==> src/rtl/loopc_pkg.sv <==
package loopc_pkg;
  typedef enum logic [1:0] {
    ST_IDLE = 2'd0,
    ST_CAP  = 2'd1,
    ST_REP  = 2'd2,
    ST_WAIT = 2'd3
  } lc_state_e;
endpackage

==> src/rtl/loopc_mem.sv <==
module loopc_mem #(
  parameter int IW = 16,
  parameter int NW = 4
) (
  input  logic          clk,
  input  logic          wr_en,
  input  logic [NW-1:0] wr_addr,
  input  logic [IW-1:0] wr_data,
  input  logic [NW-1:0] rd_addr,
  output logic [IW-1:0] rd_data
);
  localparam int SLOTS = 1 << NW;

  logic [IW-1:0] mem [SLOTS];

  // single write port, registered read: maps to block RAM
  always_ff @(posedge clk) begin
    if (wr_en) mem[wr_addr] <= wr_data;
  end

  always_ff @(posedge clk) begin
    rd_data <= mem[rd_addr];
  end
endmodule

==> src/rtl/loopc_seq.sv <==
module loopc_seq
  import loopc_pkg::*;
#(
  parameter int AW = 12,
  parameter int NW = 4,
  parameter int KW = 7
) (
  input  logic          clk,
  input  logic          rst,
  input  logic          fetch_valid_i,
  input  logic [AW-1:0] fetch_addr_i,
  input  logic          loop_start_i,
  input  logic [NW-1:0] loop_n_i,
  input  logic [KW-1:0] loop_k_i,
  input  logic [KW-1:0] loop_count_i,
  input  logic          out_last,
  output logic          take,
  output logic          take_last,
  output logic          wr_en,
  output logic [NW-1:0] wr_ptr,
  output logic [NW-1:0] rd_ptr,
  output logic          iss,
  output logic          iss_last,
  output logic          busy_o,
  output logic          stall_o,
  output logic          redirect_o,
  output logic [AW-1:0] redirect_addr_o
);
  localparam logic [KW-1:0] K_ZERO = '0;
  localparam logic [KW-1:0] K_ONE  = KW'(1);
  localparam logic [NW-1:0] N_ZERO = '0;
  localparam logic [NW-1:0] N_ONE  = NW'(1);
  localparam logic [AW-1:0] A_ONE  = AW'(1);

  lc_state_e     state;
  logic [NW-1:0] cnt_q;
  logic [KW-1:0] kk_q;
  logic [KW-1:0] pr_q;
  logic [AW-1:0] last_addr_q;
  logic          rep_q;
  logic [KW-1:0] eff_k;
  logic [KW-1:0] eff_k1;
  logic          cap_fire;
  logic          cap_end;
  logic          pass_end;

  always_comb begin
    eff_k     = (loop_k_i != K_ZERO) ? loop_k_i : loop_count_i;
    eff_k1    = (eff_k == K_ZERO) ? K_ONE : eff_k;
    take      = fetch_valid_i && ((state == ST_IDLE) || (state == ST_CAP));
    cap_fire  = take && (state == ST_CAP);
    cap_end   = cap_fire && (wr_ptr == cnt_q - N_ONE);
    take_last = cap_end && (kk_q == K_ONE);
    wr_en     = cap_fire;
    iss       = (state == ST_REP);
    pass_end  = (rd_ptr == cnt_q - N_ONE);
    iss_last  = iss && pass_end && (pr_q == K_ONE);
  end

  always_ff @(posedge clk) begin
    if (rst) begin
      state           <= ST_IDLE;
      cnt_q           <= N_ZERO;
      kk_q            <= K_ONE;
      pr_q            <= K_ZERO;
      last_addr_q     <= '0;
      rep_q           <= 1'b0;
      wr_ptr          <= N_ZERO;
      rd_ptr          <= N_ZERO;
      busy_o          <= 1'b0;
      stall_o         <= 1'b0;
      redirect_o      <= 1'b0;
      redirect_addr_o <= '0;
    end else begin
      redirect_o <= 1'b0;
      unique case (state)
        ST_IDLE: begin
          if (loop_start_i) begin
            kk_q <= eff_k1;
            if (loop_n_i != N_ZERO) begin
              cnt_q  <= loop_n_i;
              wr_ptr <= N_ZERO;
              rep_q  <= (eff_k1 != K_ONE);
              busy_o <= 1'b1;
              state  <= ST_CAP;
            end else if (cnt_q != N_ZERO) begin
              pr_q    <= eff_k1;
              rd_ptr  <= N_ZERO;
              rep_q   <= 1'b0;
              busy_o  <= 1'b1;
              stall_o <= 1'b1;
              state   <= ST_REP;
            end
          end
        end
        ST_CAP: begin
          if (cap_fire) begin
            wr_ptr      <= wr_ptr + N_ONE;
            last_addr_q <= fetch_addr_i;
            if (cap_end) begin
              if (kk_q != K_ONE) begin
                pr_q    <= kk_q - K_ONE;
                rd_ptr  <= N_ZERO;
                stall_o <= 1'b1;
                state   <= ST_REP;
              end else begin
                state <= ST_WAIT;
              end
            end
          end
        end
        ST_REP: begin
          if (pass_end) begin
            rd_ptr <= N_ZERO;
            pr_q   <= pr_q - K_ONE;
            if (pr_q == K_ONE) state <= ST_WAIT;
          end else begin
            rd_ptr <= rd_ptr + N_ONE;
          end
        end
        ST_WAIT: begin
          if (out_last) begin
            busy_o          <= 1'b0;
            stall_o         <= 1'b0;
            redirect_o      <= rep_q;
            redirect_addr_o <= last_addr_q + A_ONE;
            state           <= ST_IDLE;
          end
        end
        default: state <= ST_IDLE;
      endcase
    end
  end

  // fetch is never consumed while stalled
  a_r3_no_take_when_stalled: assert property (@(posedge clk) disable iff (rst)
    stall_o |-> !take);

  // stall only ever occurs inside a busy loop
  a_r7_stall_within_busy: assert property (@(posedge clk) disable iff (rst)
    stall_o |-> busy_o);

  // the redirect pulse marks the end of the loop
  a_r6_redirect_at_end: assert property (@(posedge clk) disable iff (rst)
    redirect_o |-> (!busy_o && !stall_o));

  // writes stay inside the loaded word count
  a_r10_write_in_range: assert property (@(posedge clk) disable iff (rst)
    wr_en |-> (wr_ptr < cnt_q));

  // a strobe during a loop leaves the stored count alone
  a_r8_strobe_ignored: assert property (@(posedge clk) disable iff (rst)
    (busy_o && loop_start_i) |=> $stable(cnt_q));
endmodule

==> src/rtl/loopc_out.sv <==
module loopc_out #(
  parameter int IW = 16
) (
  input  logic          clk,
  input  logic          rst,
  input  logic          take,
  input  logic          take_last,
  input  logic [IW-1:0] fetch_data_i,
  input  logic          iss,
  input  logic          iss_last,
  input  logic [IW-1:0] rd_data,
  output logic [IW-1:0] instr_o,
  output logic          instr_valid_o,
  output logic          out_last
);
  logic rd_v;
  logic rd_l;

  always_ff @(posedge clk) begin
    if (rst) begin
      rd_v          <= 1'b0;
      rd_l          <= 1'b0;
      instr_o       <= '0;
      instr_valid_o <= 1'b0;
      out_last      <= 1'b0;
    end else begin
      rd_v <= iss;
      rd_l <= iss_last;
      if (rd_v) begin
        instr_o       <= rd_data;
        instr_valid_o <= 1'b1;
        out_last      <= rd_l;
      end else if (take) begin
        instr_o       <= fetch_data_i;
        instr_valid_o <= 1'b1;
        out_last      <= take_last;
      end else begin
        instr_valid_o <= 1'b0;
        out_last      <= 1'b0;
      end
    end
  end

  // replayed and fetched words never compete for the output
  a_r3_single_source: assert property (@(posedge clk) disable iff (rst)
    !(rd_v && take));

  // an accepted fetch word is issued on the next cycle
  a_r1_take_latency: assert property (@(posedge clk) disable iff (rst)
    take |=> instr_valid_o);
endmodule

==> src/rtl/loop_cache_ctrl.sv <==
module loop_cache_ctrl #(
  parameter int IW = 16,
  parameter int AW = 12,
  parameter int NW = 4,
  parameter int KW = 7
) (
  input  logic          clk,
  input  logic          rst,
  input  logic          fetch_valid_i,
  input  logic [AW-1:0] fetch_addr_i,
  input  logic [IW-1:0] fetch_data_i,
  input  logic          loop_start_i,
  input  logic [NW-1:0] loop_n_i,
  input  logic [KW-1:0] loop_k_i,
  input  logic [KW-1:0] loop_count_i,
  output logic [IW-1:0] instr_o,
  output logic          instr_valid_o,
  output logic          stall_o,
  output logic          busy_o,
  output logic          redirect_o,
  output logic [AW-1:0] redirect_addr_o
);
  logic          take;
  logic          take_last;
  logic          wr_en;
  logic [NW-1:0] wr_ptr;
  logic [NW-1:0] rd_ptr;
  logic          iss;
  logic          iss_last;
  logic          out_last;
  logic [IW-1:0] rd_data;

  loopc_seq #(.AW(AW), .NW(NW), .KW(KW)) u_seq (
    .clk             (clk),
    .rst             (rst),
    .fetch_valid_i   (fetch_valid_i),
    .fetch_addr_i    (fetch_addr_i),
    .loop_start_i    (loop_start_i),
    .loop_n_i        (loop_n_i),
    .loop_k_i        (loop_k_i),
    .loop_count_i    (loop_count_i),
    .out_last        (out_last),
    .take            (take),
    .take_last       (take_last),
    .wr_en           (wr_en),
    .wr_ptr          (wr_ptr),
    .rd_ptr          (rd_ptr),
    .iss             (iss),
    .iss_last        (iss_last),
    .busy_o          (busy_o),
    .stall_o         (stall_o),
    .redirect_o      (redirect_o),
    .redirect_addr_o (redirect_addr_o)
  );

  loopc_mem #(.IW(IW), .NW(NW)) u_mem (
    .clk     (clk),
    .wr_en   (wr_en),
    .wr_addr (wr_ptr),
    .wr_data (fetch_data_i),
    .rd_addr (rd_ptr),
    .rd_data (rd_data)
  );

  loopc_out #(.IW(IW)) u_out (
    .clk           (clk),
    .rst           (rst),
    .take          (take),
    .take_last     (take_last),
    .fetch_data_i  (fetch_data_i),
    .iss           (iss),
    .iss_last      (iss_last),
    .rd_data       (rd_data),
    .instr_o       (instr_o),
    .instr_valid_o (instr_valid_o),
    .out_last      (out_last)
  );
endmodule

==> config.mk <==
export PLATFORM = sky130hd
export DESIGN_NAME = loop_cache_ctrl
export DESIGN_NICKNAME = d
export VERILOG_FILES = /design/src/rtl/loopc_pkg.sv /design/src/rtl/loopc_mem.sv /design/src/rtl/loopc_seq.sv /design/src/rtl/loopc_out.sv /design/src/rtl/loop_cache_ctrl.sv
export SDC_FILE = /design/constraint.sdc
export NUM_CORES = 1
export LEC_CHECK = 0
export ABC_CLOCK_PERIOD_IN_PS = 10040
export BUFFER_PORTS_ARGS = -buffer_cell sky130_fd_sc_hd__buf_2
export CORE_ASPECT_RATIO = 0.8
export CORE_MARGIN = 2
export CORE_UTILIZATION = 55
export CTS_BUF_LIST = sky130_fd_sc_hd__clkbuf_8
export CTS_CLUSTER_SIZE = 16
export DETAILED_ROUTE_END_ITERATION = 8
export PLACE_DENSITY = 0.75
export SLEW_MARGIN = 10
export SYNTH_ARGS = -nofsm -noshare
export SYNTH_HDL_FRONTEND = slang
export SYNTH_HIERARCHICAL = 1
export SYNTH_SLANG_ARGS = --single-unit
export TNS_END_PERCENT = 30
==> constraint.sdc <==
create_clock -name clk -period 10.04 [get_ports clk]
set_clock_uncertainty 0.15 [all_clocks]
set_input_delay 2.008 -clock clk [delete_from_list [all_inputs] [get_ports clk]]
set_output_delay 2.008 -clock clk [all_outputs]
set_load 0.02 [all_outputs]
## Yosys cells after proc, flatten, opt, wreduce, memory -nomap -nowiden

Memories as Yosys holds them, arrays and structs flattened. A register that Yosys moved wholly into a read port is not among the register bits.
Index checks and enable logic that the tools add are counted.

- Flip-flop bits (word level): 76
- Logic and storage cells: 129
- Memory bits (writable): 256
- Bits of input ports: 50
- Memories kept: 1

- $add $sub $neg: 6
- Bitwise gates (word level): 2
- Reduce and logical (&&, ||, !) cells: 30
- Equal/unequal tests: 20
- Multiplexer cells: 53

Memory list:

| name | words | width | read ports | clocked after memory_dff | wr ports | line | text |
|---|---|---|---|---|---|---|---|
| u_mem.mem | 16 | 16 | 1 | 1 | 1 | loopc_mem.sv:14 | `logic [IW-1:0] mem [SLOTS];` |

Operators by type and width:

| kind | count |
|---|---|
| 7-bit 2-to-1 mux | 9 |
| 4-bit 2-to-1 mux | 10 |
| 16-bit 2-to-1 mux | 2 |
| 7-bit case mux with 3 select lines | 1 |
| 1-bit 2-to-1 mux | 18 |
| 2-bit 2-to-1 mux | 8 |
| 8-bit AND reduction | 2 |
| 7-bit by 1-bit equality test with 1-bit output, second input constant | 2 |
| 2-bit != test, second input constant | 7 |
| 7-bit by 1-bit != test with 1-bit output, second input constant | 2 |
| 7-bit AND reduction | 2 |
| 7-bit by 1-bit subtractor with 7-bit output, second input constant | 2 |
| 12-bit by 1-bit adder with 12-bit output, second input constant | 1 |
| 4-bit case mux with 3 select lines | 1 |
| 4-bit by 1-bit adder with 4-bit output, second input constant | 2 |
| 4-bit equality test | 2 |
| 2-bit case mux with 4 select lines | 1 |
| 4-bit case mux with 2 select lines | 1 |
| 4-bit AND reduction | 2 |
| 2-bit nonzero test | 4 |
| 4-bit nonzero test | 2 |
| 7-bit logical NOT | 1 |
| 7-bit nonzero test | 1 |
| 1-bit logical AND | 6 |
| other kinds (14) | 22 |

## Depth between registers and ports, before layout

Gate-level depths: netlist of the first run.

- Word-level depth: 8
- Mapped depth: 9
- Mapped depth without buffers: 8

## Cells and area by module

Netlist of the first run, hierarchy kept.

Modules (own cells, without submodules):

| module | area an instance (um2) | cells an instance | times used | sequential area each (um2) |
|---|---|---|---|---|
| loopc_mem | 10042.1 | 432 | 1 | 8007.7 |
| loopc_seq | 3175.5 | 384 | 1 | 1121.1 |
| loopc_out | 879.6 | 83 | 1 | 400.4 |

## Worst setup path before layout of the first run

Ideal clock, no wire load.

- Kind: input -> register
- From: input port fetch_valid_i
- To: memory u_mem.mem[0][0] (enable)
- Data arrival time: 4.184 ns
- Cell stages on the path: 5
- Library setup time: 0.409 ns
- Path buffers: 1
- Setup slack: 5.296 ns
- Cells stage by stage: nand2_1 > inv_1 > clkbuf_1 > or3b_2 > nor3_1

- Cells in the longest elaborated chain, start to end: 4

RTL lines:

| element | line | text |
|---|---|---|
| start, declared | loop_cache_ctrl.sv:9 | `input logic fetch_valid_i,` |
| 1-bit logical AND | loopc_seq.sv:50 | `take = fetch_valid_i && ((state == ST_IDLE) \|\| (state == ST_CAP));` |
| 1-bit logical AND | loopc_seq.sv:51 | `cap_fire = take && (state == ST_CAP);` |
| named net wr_en | loop_cache_ctrl.sv:25 | `logic wr_en;` |
| 1-bit 2-to-1 mux | loopc_mem.sv:18 | `if (wr_en) mem[wr_addr] <= wr_data;` |
| 1-bit 2-to-1 mux (not written as such) | loopc_mem.sv:18 |  |
| end, declared | loopc_mem.sv:14 |  |

The timed path passes the listed nets, and every way through them passes these cells.

## Final worst setup path of the first run

- From: input port fetch_valid_i
- To: memory u_mem.mem[1][2] (enable)

The elaborated chain is that of the path after synthesis.

==> flow_summary.json, run 1 <==
{
  "post_cts_resized": 0,
  "dp_hpwl_um": 19100,
  "firstDrtPassIters": 5,
  "n_antenna_cell": 0,
  "grt_usage_pct": 22.6,
  "min_to": "u_out/out_last$_SDFF_PP0_",
  "wl_per_cell_um": 21.9,
  "setup_ws_ns": 5.80,
  "critPathRequiredTime_ns": 10.06,
  "cp_max_fo": 16,
  "die_w_um": 183,
  "drt_iter0_drc": 838,
  "synth_seq_cells": 348,
  "synth_nets": 961,
  "final_common_cell": "edfxtp_1",
  "r2r_slack_ns": 6.24,
  "slew_viol_final": 0,
  "synth_cells": 899,
  "placement.io_buffers": 81,
  "fin_crit_sh_pct": 42.3,
  "layout_common_cells": "edfxtp_1 (256), dfxtp_1 (90), buf_2 (81), nand2_1 (63), clkbuf_8 (60)",
  "drt-total-wl_um": 30000,
  "fp.dieArea_mm2": 0.0269,
  "drc": 0,
  "vias_per_cell": 6.06,
  "core_area_mm2": 0.0252,
  "outcome": "complete, no violations",
  "post-place-ws_ns": 5.33,
  "syn_area_per_cell_um2": 15.7,
  "rsz0062_at_grt": "no",
  "vias": 8302,
  "grt_start_max_net_pins": 75,
  "post_cts_buffers": 0,
  "final_nets": 1067,
  "synth-async-reset-ratio_pct": 0,
  "cts_buffers": 53,
  "synth_area_leaders": "edfxtp_1 (55%), dfxtp_1 (13%), mux4_2 (8.6%), a22oi_1 (1.9%), mux4_1 (1.9%)",
  "synth-edff-count": 256,
  "ff2ff_path_depth": 6,
  "clock_latency_ns": 0.58,
  "yosysTopAreaCellShare_pct": 54.5,
  "cts.sinks": 348,
  "whs_path_depth": 2,
  "hold_viol": 0,
  "die_y_um": 147,
  "ys_warn_count": 6,
  "cts-root-buf": "clkbuf_8",
  "worstSetupPathType": "in -> reg",
  "synth_ff_type": "edfxtp_1",
  "irDropWorstVdd_mv": 0.110,
  "clk_pin_slew_worst_paths_ns": 0.06,
  "whs_ns": 0.312,
  "h-tree-depth": 2,
  "yosysSeqAreaShare_pct": 67.6,
  "hp-start": "u_out/rd_l$_SDFF_PP0_",
  "r2r-start": "u_seq/state[1]$_SDFFE_PP0P_",
  "fmax_mhz": 236,
  "grt_pass1_wl_um": 45900,
  "syn_to_final_growth_pct": 12.2,
  "finalCriticalPeriod_ns": 4.24,
  "power_density_mw_per_mm2": 212,
  "cts_tree": "yes",
  "synthDistinctLibCells": 65,
  "finalPower_w": 0.00336,
  "clockBufferDepth": 3,
  "end_kind": "register",
  "hold_class": "reg -> reg",
  "yosys.area.top_type": "edfxtp_1",
  "arrival_ns": 4.27,
  "overflow": 0,
  "place_congestion": 0.835,
  "power.leakage_nw": 5.38,
  "maxCapViolations": 0,
  "layout-drive-gt1-share_pct": 23.8,
  "grt_pass1_vias": 7906,
  "cts_hold_buffers": 0,
  "start_kind": "primary input",
  "io_pins": 82,
  "setup_viol": 0,
  "antenna_found_initial": 0,
  "r2r_end": "u_mem/mem[1][2]$_DFFE_PP_",
  "slew_headroom_pct": 32.8,
  "timing.setup.tns_ns": 0,
  "start_util_pct": 55.8,
  "ant_nets": 0,
  "tightest_slew_ns": 1.01,
  "syn_area_mm2": 0.0141,
  "core.rowCount": 52
}
==> sequential cells by signal, summed over array words and instances, names as in the netlist, 4 cells and up <==
register               cells
u_seq/kk_q                 7
u_mem/rd_data             16
u_seq/pr_q                 7
u_seq/cnt_q                4
u_mem/mem                256
u_seq/wr_ptr               4
u_seq/last_addr_q         12
u_seq/rd_ptr               4
u_seq/redirect_addr_o     12
u_out/instr_o             16
==> metal layers <==
metal	vias up	GRT usage (%)	routed length, um
li1	3765	-	-
met1	4162	35.4	13900
met5	-	0	0
met2	335	32.2	13200
met3	40	4.91	2440
met4	0	6.08	457
==> cell families after synthesis <==
kind of cell             after synthesis  synth area share (%)
multiplexers                          86                  12.1
AO/OA/AOI/OAI                        155                  7.68
adder cells (fa/ha/maj)               12                  1.07
AND/OR/NAND/NOR                      207                  7.58
flip-flops                           348                  67.6
buffers and inverters                 65                  2.30
XOR/XNOR                              26                  1.72
==> through the flow <==
step / utilization, % / cell area [um^2] / cells
2_1_floorplan: - / 14100 / 899
3_3_place_gp: 58.7 / 14800 / 1274
3_5_place_dp: 58.7 / 14800 / 1274
4_1_cts: 62.6 / 15800 / 1371
5_1_grt: 62.6 / 15800 / 1371
6_report: 62.6 / 15800 / 1371
==> power breakdown <==
group          internal (W)  switching (W)  leakage [nW]
logic              0.000239       0.000362          1.74
registers           0.00161      0.0000637          3.06
clock network      0.000549       0.000529         0.582
total               0.00240       0.000954          5.38
==> worst max-delay path: stages <==
cell and delay, ns:
buf_2 0.09, nand2_1 0.29, inv_1 0.59, or3b_2 0.57, nor2_2 0.71
==> area by class of cell <==
class                           instances  area (um^2)
Clock inverter                         37          163
Fill cell                            1887         9430
Tap cell                              324          405
Multi-Input combinational cell        486         4290
Clock buffer                           60          826
Timing Repair Buffer                   97          526
Inverter                               19         71.3
Sequential cell                       348         9530
==> cells in the mapped netlist, types with 13 or more instances <==
cell type,n
nand2_1,63
mux4_2,54
xor2_1,14
a211oi_1,33
inv_1,19
mux2i_1,21
a22oi_1,36
nor2b_1,26
clkbuf_1,25
a21oi_1,34
o21ai_0,13
nor2_1,46
dfxtp_1,92
edfxtp_1,256
==> how the worst max path moves through the flow <==
stage,start,endpoint,depth (start not counted)
floorplan,fetch_valid_i,u_mem/mem[0][0]$_DFFE_PP_,5
global placement,fetch_valid_i,u_mem/mem[1][10]$_DFFE_PP_,5
detailed placement,fetch_valid_i,u_mem/mem[1][11]$_DFFE_PP_,5
CTS,fetch_valid_i,u_mem/mem[1][2]$_DFFE_PP_,5
global route,fetch_valid_i,u_mem/mem[1][2]$_DFFE_PP_,5
finish,fetch_valid_i,u_mem/mem[1][2]$_DFFE_PP_,5
Note: power is estimated with default switching activity, not from simulation.
==> run 2: changes to the inputs <==
ABC_CLOCK_PERIOD_IN_PS = 4340   (was 10040)
clock period = 4.34 ns   (was 10.04 ns; I/O delays follow)
==> run 2 against run 1 <==
- worst hold slack got worse by 0.0063 ns
- routed wire length decreased by 3.0%
- total power increased by 130%
- worst setup slack got worse by 5.0 ns
- clock power increased by 120%
- first-iteration DRC count increased by 9.5%
- largest power group unchanged
==> flow_summary.json, run 2 (synthesis gave the netlist of run 1 again) <==
{
  "min_to": "u_out/out_last$_SDFF_PP0_",
  "critPathRequiredTime_ns": 4.37,
  "cp_slowest_cell": "nor2_2",
  "tightest_slew_ns": 1.21,
  "fin_crit_sh_pct": 81.5,
  "ant_nets": 0,
  "wl_per_cell_um": 21.1,
  "setup_viol": 0,
  "cp_max_fo": 16,
  "final_util_pct": 62.6,
  "ff2ff_path_depth": 5,
  "fmax_mhz": 283,
  "vias": 8266,
  "maxCapViolations": 0,
  "cts.sinks": 348,
  "post_cts_buffers": 0,
  "nFillCells": 1842,
  "core_area_mm2": 0.0252,
  "irDropWorstVdd_mv": 0.265,
  "syn_to_final_growth_pct": 12.2,
  "drt-total-wl_um": 29100,
  "slew_viol_final": 0,
  "rsz0062_at_grt": "no",
  "overflow": 0,
  "firstDrtPassIters": 6,
  "start_util_pct": 55.8,
  "grt_pass1_wl_um": 44600,
  "final_common_cell": "edfxtp_1",
  "timing.setup.tns_ns": 0,
  "grt_pass1_vias": 7936,
  "r2r_end": "u_mem/mem[7][1]$_DFFE_PP_",
  "crit_chain": "ha_1, nand2_1, inv_1, nand3b_1, nor2_2",
  "place_congestion": 0.817,
  "layout_common_cells": "edfxtp_1 (256), dfxtp_1 (90), buf_2 (81), nand2_1 (63), clkbuf_8 (55)",
  "placement.io_buffers": 81,
  "drc": 0,
  "finalPower_w": 0.00767,
  "finalCriticalPeriod_ns": 3.54,
  "cpPeakStageDelay_ns": 0.77,
  "r2r-start": "u_seq/state[0]$_SDFFE_PP0P_",
  "fp.dieArea_mm2": 0.0269,
  "grt_usage_pct": 21.8,
  "post-place-ws_ns": 0.848,
  "hp-start": "u_out/rd_l$_SDFF_PP0_",
  "clock_latency_ns": 0.57,
  "drt_iter0_drc": 918,
  "worstSetupPathType": "reg -> reg",
  "dp_hpwl_um": 18900,
  "slew_headroom_pct": 19.2,
  "final_nets": 1071,
  "h-tree-depth": 2,
  "cts_buffers": 52,
  "cts-root-buf": "clkbuf_8",
  "outcome": "complete, no violations",
  "die_w_um": 183,
  "post_cts_resized": 0,
  "multi_input_area_mm2": 0.00429,
  "cts_hold_buffers": 0,
  "antenna_found_initial": 0,
  "power_density_mw_per_mm2": 485,
  "regMostFlops": "u_mem/mem",
  "largest_reg_flops": 256,
  "arrival_ns": 3.56,
  "regArea_mm2": 0.00953,
  "clockBufferDepth": 3,
  "fin_cells": 1377,
  "grt_start_max_net_pins": 54,
  "core.rowCount": 52,
  "die_y_um": 147,
  "hold_class": "reg -> reg",
  "layout-drive-gt1-share_pct": 23.9,
  "vias_per_cell": 6.00,
  "io_pins": 82,
  "n_antenna_cell": 0,
  "hold_viol": 0,
  "power.leakage_nw": 5.39,
  "placed_cells": 1279,
  "reg_top3": "u_mem/mem (256), u_mem/rd_data (16), u_out/instr_o (16)",
  "whs_path_depth": 2,
  "setup_ws_ns": 0.805,
  "clk_pin_slew_worst_paths_ns": 0.06,
  "start_kind": "register",
  "cts_tree": "yes",
  "end_kind": "register",
  "r2r_slack_ns": 0.80
}
## run 2: cell types whose count changed in the layout (fill, tap and decap cells not counted), sizes merged
cell	change
buf	+5
clkbuf	-5
clkinv	+7
inv	-1
## run 2: area by class of cell
class                           instances  area share (%)
Sequential cell                       348            60.3
Multi-Input combinational cell        486            27.1
Timing Repair Buffer                  102            3.56
Tap cell                              324            2.56
Inverter                               19           0.451
Clock inverter                         43            1.21
Clock buffer                           55            4.79
## run 2: through the flow
step / hold WS (ns) / instance area (um^2)
after floorplan: 0.276 / 14100
after global placement: 0.290 / 14900
after detailed placement: 0.298 / 14900
after CTS: 0.306 / 15800
after global routing: 0.335 / 15800
final: 0.306 / 15800
## run 2: power breakdown
part,leakage (nW),switching [W],internal [W]
combinational,1.77,0.000815,0.000551
sequential,3.06,0.000159,0.00373
clock,0.560,0.00122,0.00118
total,5.39,0.00219,0.00547
## run 2: worst max-delay path by stage
stage | startpoint | to | slack (ns) | cells past startpoint
2_1_floorplan | fetch_valid_i | u_mem/mem[0][0]$_DFFE_PP_ | 0.74 | 5
3_3_place_gp | fetch_valid_i | u_mem/mem[6][7]$_DFFE_PP_ | 1.01 | 5
3_5_place_dp | u_seq/state[1]$_SDFFE_PP0P_ | u_mem/mem[6][7]$_DFFE_PP_ | 0.85 | 6
4_1_cts | u_seq/state[1]$_SDFFE_PP0P_ | u_mem/mem[7][15]$_DFFE_PP_ | 0.82 | 6
5_1_grt | u_seq/state[1]$_SDFFE_PP0P_ | u_mem/mem[7][15]$_DFFE_PP_ | 0.56 | 6
6_report | u_seq/state[0]$_SDFFE_PP0P_ | u_mem/mem[7][1]$_DFFE_PP_ | 0.80 | 5
## run 2: routing by layer
layer  wire length [um]  track usage [%]
met2              12500             30.6
met5                  0                0
met4                345             4.80
met3               2340             4.44
met1              13900             35.2
## run 2: worst max-delay path, delay by kind of cell (launching register included)
kind	cells	cell delay (ns)
buffers and inverters	1	0.57
and+or+nand+nor	3	1.50
DFF	1	0.40
adders and majority gates	1	0.50
